$ cat src/rtl/jtag2w_pkg.sv
package jtag2w_pkg;

    typedef enum logic [1:0] {
        PH_IDLE = 2'd0,
        PH_HIGH = 2'd1,
        PH_LOW  = 2'd2
    } phase_e;

    typedef struct packed {
        phase_e     ph;
        logic [1:0] pulse;
        logic       bit_di;
        logic       bit_ms;
        logic       tck;
        logic       oe;
        logic       dout;
        logic       done;
    } seq_state_t;

endpackage

$ cat src/rtl/jtag2w_phase_timer.sv
module jtag2w_phase_timer #(
    parameter int CNT_W = 4
) (
    input  logic             clk,
    input  logic             rst_n,
    input  logic             clear,
    input  logic [CNT_W-1:0] last_val,
    output logic [CNT_W-1:0] count,
    output logic             at_last
);
    logic [CNT_W-1:0] cnt_d, cnt_q;

    always_comb begin
        cnt_d = clear ? '0 : cnt_q + 1'b1;
    end

    always_ff @(posedge clk) begin
        if (!rst_n) cnt_q <= '0;
        else        cnt_q <= cnt_d;
    end

    assign count   = cnt_q;
    assign at_last = (cnt_q == last_val);
endmodule

$ cat src/rtl/jtag2w_capture.sv
module jtag2w_capture (
    input  logic clk,
    input  logic rst_n,
    input  logic take,
    input  logic din,
    output logic dout
);
    logic bit_d, bit_q;

    always_comb begin
        bit_d = take ? din : bit_q;
    end

    always_ff @(posedge clk) begin
        if (!rst_n) bit_q <= 1'b0;
        else        bit_q <= bit_d;
    end

    assign dout = bit_q;
endmodule

$ cat src/rtl/jtag2w_rst_drv.sv
module jtag2w_rst_drv (
    input  logic clk,
    input  logic rst_n,
    input  logic hold_req,
    output logic line_n
);
    logic line_d, line_q;

    always_comb begin
        line_d = ~hold_req;
    end

    always_ff @(posedge clk) begin
        if (!rst_n) line_q <= 1'b0;
        else        line_q <= line_d;
    end

    assign line_n = line_q;
endmodule

$ cat src/rtl/twowire_jtag_host.sv
module twowire_jtag_host
    import jtag2w_pkg::*;
#(
    parameter int HI_CYC     = 4,
    parameter int LO_CYC     = 6,
    parameter int SETTLE_CYC = 2
) (
    input  logic clk,
    input  logic rst_n,
    input  logic req_valid,
    input  logic req_tdi,
    input  logic req_tms,
    output logic req_ready,
    output logic done,
    output logic done_tdo,
    output logic tck_o,
    output logic tdat_o,
    output logic tdat_oe,
    input  logic tdat_i,
    input  logic tgt_rst_req,
    output logic tgt_rst_n
);
    localparam int MAX_PH = (HI_CYC > LO_CYC) ? HI_CYC : LO_CYC;
    localparam int CNT_W  = $clog2(MAX_PH + 1);
    localparam logic [CNT_W-1:0] HI_LAST  = CNT_W'(HI_CYC - 1);
    localparam logic [CNT_W-1:0] LO_LAST  = CNT_W'(LO_CYC - 1);
    localparam logic [CNT_W-1:0] SETTLE_C = CNT_W'(SETTLE_CYC);
    localparam logic [1:0]       LAST_PULSE = 2'd3;
    localparam logic [1:0]       ANS_PULSE  = 2'd2;

    seq_state_t       s_d, s_q;
    logic [CNT_W-1:0] ph_cnt;
    logic [CNT_W-1:0] ph_last_val;
    logic             ph_at_last;
    logic             ph_clear;
    logic             take_ans;

    assign ph_last_val = (s_q.ph == PH_HIGH) ? HI_LAST : LO_LAST;
    assign ph_clear    = (s_q.ph == PH_IDLE) || ph_at_last;
    assign take_ans    = (s_q.ph == PH_LOW) && (s_q.pulse == ANS_PULSE)
                         && (ph_cnt == SETTLE_C);

    jtag2w_phase_timer #(.CNT_W(CNT_W)) u_timer (
        .clk      (clk),
        .rst_n    (rst_n),
        .clear    (ph_clear),
        .last_val (ph_last_val),
        .count    (ph_cnt),
        .at_last  (ph_at_last)
    );

    jtag2w_capture u_cap (
        .clk   (clk),
        .rst_n (rst_n),
        .take  (take_ans),
        .din   (tdat_i),
        .dout  (done_tdo)
    );

    jtag2w_rst_drv u_rst (
        .clk      (clk),
        .rst_n    (rst_n),
        .hold_req (tgt_rst_req),
        .line_n   (tgt_rst_n)
    );

    always_comb begin
        s_d      = s_q;
        s_d.done = 1'b0;
        unique case (s_q.ph)
            PH_IDLE: begin
                if (req_valid) begin
                    s_d.ph     = PH_HIGH;
                    s_d.pulse  = 2'd0;
                    s_d.bit_di = req_tdi;
                    s_d.bit_ms = req_tms;
                end
            end
            PH_HIGH: begin
                if (ph_at_last) s_d.ph = PH_LOW;
            end
            PH_LOW: begin
                if (ph_at_last) begin
                    if (s_q.pulse == LAST_PULSE) begin
                        s_d.ph   = PH_IDLE;
                        s_d.done = 1'b1;
                    end else begin
                        s_d.ph    = PH_HIGH;
                        s_d.pulse = s_q.pulse + 2'd1;
                    end
                end
            end
            default: s_d.ph = PH_IDLE;
        endcase
        // pin values registered from the next state
        s_d.tck  = (s_d.ph == PH_HIGH);
        s_d.oe   = (s_d.ph != PH_IDLE) && !s_d.pulse[1];
        s_d.dout = s_d.oe && (s_d.pulse[0] ? s_d.bit_ms : s_d.bit_di);
    end

    always_ff @(posedge clk) begin
        if (!rst_n) begin
            s_q <= '{ph: PH_IDLE, pulse: 2'd0, bit_di: 1'b0, bit_ms: 1'b0,
                     tck: 1'b0, oe: 1'b0, dout: 1'b0, done: 1'b0};
        end else begin
            s_q <= s_d;
        end
    end

    assign req_ready = (s_q.ph == PH_IDLE);
    assign done      = s_q.done;
    assign tck_o     = s_q.tck;
    assign tdat_o    = s_q.dout;
    assign tdat_oe   = s_q.oe;
endmodule

$ cat config.mk
export PLATFORM = sky130hd
export DESIGN_NAME = twowire_jtag_host
export DESIGN_NICKNAME = d
export VERILOG_FILES = /design/src/rtl/jtag2w_pkg.sv /design/src/rtl/jtag2w_phase_timer.sv /design/src/rtl/jtag2w_capture.sv /design/src/rtl/jtag2w_rst_drv.sv /design/src/rtl/twowire_jtag_host.sv
export SDC_FILE = /design/constraint.sdc
export NUM_CORES = 1
export LEC_CHECK = 0
export ABC_AREA = 1
export BUFFER_PORTS_ARGS = -buffer_cell sky130_fd_sc_hd__buf_2
export CORE_MARGIN = 2
export CORE_UTILIZATION = 50
export CTS_CLUSTER_SIZE = 16
export DETAILED_ROUTE_END_ITERATION = 8
export PLACE_DENSITY = 0.74
export SYNTH_ARGS = -nofsm -noshare
export SYNTH_HDL_FRONTEND = slang
export SYNTH_SLANG_ARGS = --single-unit
$ cat constraint.sdc
create_clock -name clk -period 1.21 [get_ports clk]
set_input_delay 0.242 -clock clk [delete_from_list [all_inputs] [get_ports clk]]
set_output_delay 0.242 -clock clk [all_outputs]
set_load 0.01 [all_outputs]
==> out/qor_table.md <==
| Item | Reported |
|---|---|
| Status | complete, no violations |
| Setup CP Type | reg -> out |
| Aggregate negative setup slack | 0 ns |
| Detail Route Antenna Nets | 0 |
| Clock tree from TritonCTS | done |
| Clock network fraction of design power | 0.289 |
| Number of cells on the worst hold path | 2 |
| Skew final | 0.00548 ns |
| CTS Hold Bufs | 0 |
| Vias in the first global route | 476 |
| Final GP Congestion | 0.893 |
| Fraction of the yosys area taken by sequential cells | 0.450 |
| Number of buffers and inverters on the critical path | 2 |
| Final routed wire length divided by cell count | 10.0 µm |
| Worst-case register-to-register setup slack | 0.01 ns |
| Initial Util | 0.526 |
| Setup crit start kind | flip-flop |
| Avg Cell Area, Syn | 7.33 µm² |
| Die outline width | 40.5 µm |
| Port Buf Inserts | 13 |
| Max-Slew Margin vs Limit | 0.882 |
| DR iter-0 viols | 32 |
| Vias after detailed routing | 618 |
| Net Sw Frac | 0.262 |
| Cell with the largest stage delay on the worst path | dfxtp_4 |
| Top Ports | 14 |
| Number of levels in the clock H-tree | 1 |
| Sequence of cells on the critical path | nor2_4 > buf_6 > buf_6 |
| Cell count after synthesis | 91 |
| Number of detailed-route iterations in the first pass | 4 |
| Flop and latch count out of synthesis | 15 |
| Max_cap viols | 0 |
| Placed wire-length estimate | 913 µm |
| CP most frequent cell | buf_6 |
| Global route overflow | 0 |
| Diode count | 0 |
| Layout overhead on the synthesized area | 26.6% |
| Number of buffers created by CTS | 3 |
| Highest achievable clock rate | 836 MHz |
| Insertion delay to the later sink of the worst-skew pair | 0.28 ns |
| CTS clk-pin slew, worst paths | 0.08 ns |
| Yosys warnings | 0 |
| Start of the worst register-to-register path | u_timer.count[2]$_SDFF_PP0_ |
| Number of distinct library cells after synthesis | 19 |
| Maximum buffer depth of the clock tree | 2 |
| Overall global routing resource usage | 0.183 |
| Critical Path RT | 0.97 ns |
| Worst slew pin tran | 0.175 ns |
| Root Buffer | clkbuf_4 |
| Largest delay share family, worst path | flip-flops |
| Hold EP | u_rst.line_n$_SDFF_PN0_ |
| Wire length of the first global-routing pass | 1.91 mm |
| Hold path start | tgt_rst_req |
| Routed WL | 1.28 mm |
| Syn Std Cell Area | 667 µm² |
| Design internal power | 716 µW |
| Cell count of the worst reg-to-reg path | 8 |
| Final worst path period need | 1.20 ns |
| Row count | 13 |
| Antenna violations before repair | 0 |
| Die footprint | 1640 µm² |
| Net switching power | 254 µW |
| TritonCTS Sinks | 15 |
| Slew Limit Fails | 0 |
| Placeable Area | 1270 µm² |
| Post-Syn Nets | 100 |
| Area after DPL | 773 µm² |
| Vias per std cell | 4.87 |
| Largest net degree at the start of global routing | 9 |
| Ratio of cells with drive above 1 in the final layout | 0.339 |
| Reg-to-reg endpoint | tdat_oe$_SDFF_PN0_ |
| Peak VDD IR | 616 µV |
| Final number of hold-violating endpoints | 0 |
| Finished layout cell area | 845 µm² |
| Reg power frac | 0.546 |
| Sort of element at the end of the critical path | output port |
| Max stage delay on crit path | 0.37 ns |
| Final critical-path share of the clock period | 0.989 |
| Die H | 40.5 µm |
| Residual DRC count | 0 |
| Combinational share of power | 0.166 |
| Unrepaired setup endpoints after global routing | yes |
| Final nets | 122 |
| Static Leak | 0.000403 µW |
| Power per standard cell area | 1150 nW/µm² |
| Worst hold-check path type | in -> reg |
| Critical Path AT | 0.95 ns |
| Largest driver fanout on the critical path | 5 |
| Final setup violation count | 0 |
-- cell type report --
cell class,count,area [µm²]
Sequential cell,15,310
Clock buffer,4,26.3
Timing Repair Buffer,17,105
Tap cell,15,18.8
Multi-Input combinational cell,58,317
Inverter,18,67.6
Fill cell,110,424
-- metrics by stage --
step,std cells,total power [µW],hold WS [ns],util,setup WS [ns]
global placement,122,677,0.398,0.609,0.0252
finish,127,971,0.106,0.666,0.0139
CTS,127,965,0.102,0.651,0.00319
detailed placement,122,679,0.402,0.609,0.00805
global route,127,1030,0.0942,0.666,-0.0477
floorplan,91,628,0.314,-,0.0817
-- layout by cell type (no fill, tap or decap), types with 2 or more instances in the layout --
cell	count
buf_4	3
dfxtp_4	2
dfxtp_1	11
ha_1	2
nand2_2	3
nor3_1	2
buf_2	12
nor2_1	13
nand2_1	16
nand3_2	2
dfxtp_2	2
nand3_1	4
o21ai_1	4
nor2_2	4
buf_6	2
inv_1	16
clkbuf_4	3
-- what timing repair did --
| action | CTS | global route |
|---|---|---|
| endpoints found under the hold margin | 0 | 0 |
| gates resized for setup | 6 | 9 |
| pin swaps | 1 | 2 |
| setup buffers | 1 | 0 |
| setup endpoints to repair | 3 | 4 |
-- state kept, by name (all words and copies together), names as in the netlist --
register       cells
s_q                6
u_timer.count      3
done               1
tck_o              1
tdat_o             1
tdat_oe            1
u_cap.dout         1
u_rst.line_n       1
-- power groups by stage --
stage	logic (µW)	clock network, µW	registers [µW]
6_report	161	280	529
5_1_grt	178	317	533
3_3_place_gp	137	0	540
3_5_place_dp	138	0	541
2_1_floorplan	79.7	0	548
4_1_cts	150	286	529
-- logic make-up after synthesis --
kind of cell	share of synthesized area
and+or+nand+nor	0.336
buffers and inverters	0.101
DFF	0.450
AOI/OAI and AO/OA	0.0619
adders and majority gates	0.0375
xor gates and xnor gates	0.0131
-- synthesized netlist by cell type (all sizes together) --
master	number	area, µm²
ha	2	25.0
o21a	1	7.51
xnor2	1	8.76
o21ai	4	20.0
dfxtp	15	300
nor3	3	15.0
nand2	20	85.1
clkinv	1	3.75
inv	17	63.8
nor2	18	77.6
a21oi	2	13.8
nand4	1	6.26
nand3	6	40.0
-- metal layers --
layer  share of wire  vias to the layer above  GRT usage
met5               0                        -          0
met4           0.038                        0      0.125
met3           0.067                        7     0.0667
met2            0.45                       24      0.258
met1            0.45                      267      0.227
li1                -                      320          -
-- how the worst max path moves through the flow --
| stage | cells past startpoint | startpoint | slack [ns] | endpoint |
|---|---|---|---|---|
| 5_1_grt | 3 | s_q[8]$_SDFF_PN0_ | -0.05 | req_ready |
| 2_1_floorplan | 6 | s_q[8]$_SDFF_PN0_ | 0.08 | tdat_o$_SDFF_PN0_ |
| 3_5_place_dp | 7 | s_q[9]$_SDFF_PN0_ | 0.008 | u_cap.dout$_SDFFE_PN0P_ |
| 6_report | 3 | s_q[8]$_SDFF_PN0_ | 0.01 | req_ready |
| 3_3_place_gp | 9 | s_q[8]$_SDFF_PN0_ | 0.03 | tdat_oe$_SDFF_PN0_ |
| 4_1_cts | 3 | s_q[9]$_SDFF_PN0_ | 0.003 | req_ready |
(Power assumes the default switching activity.)
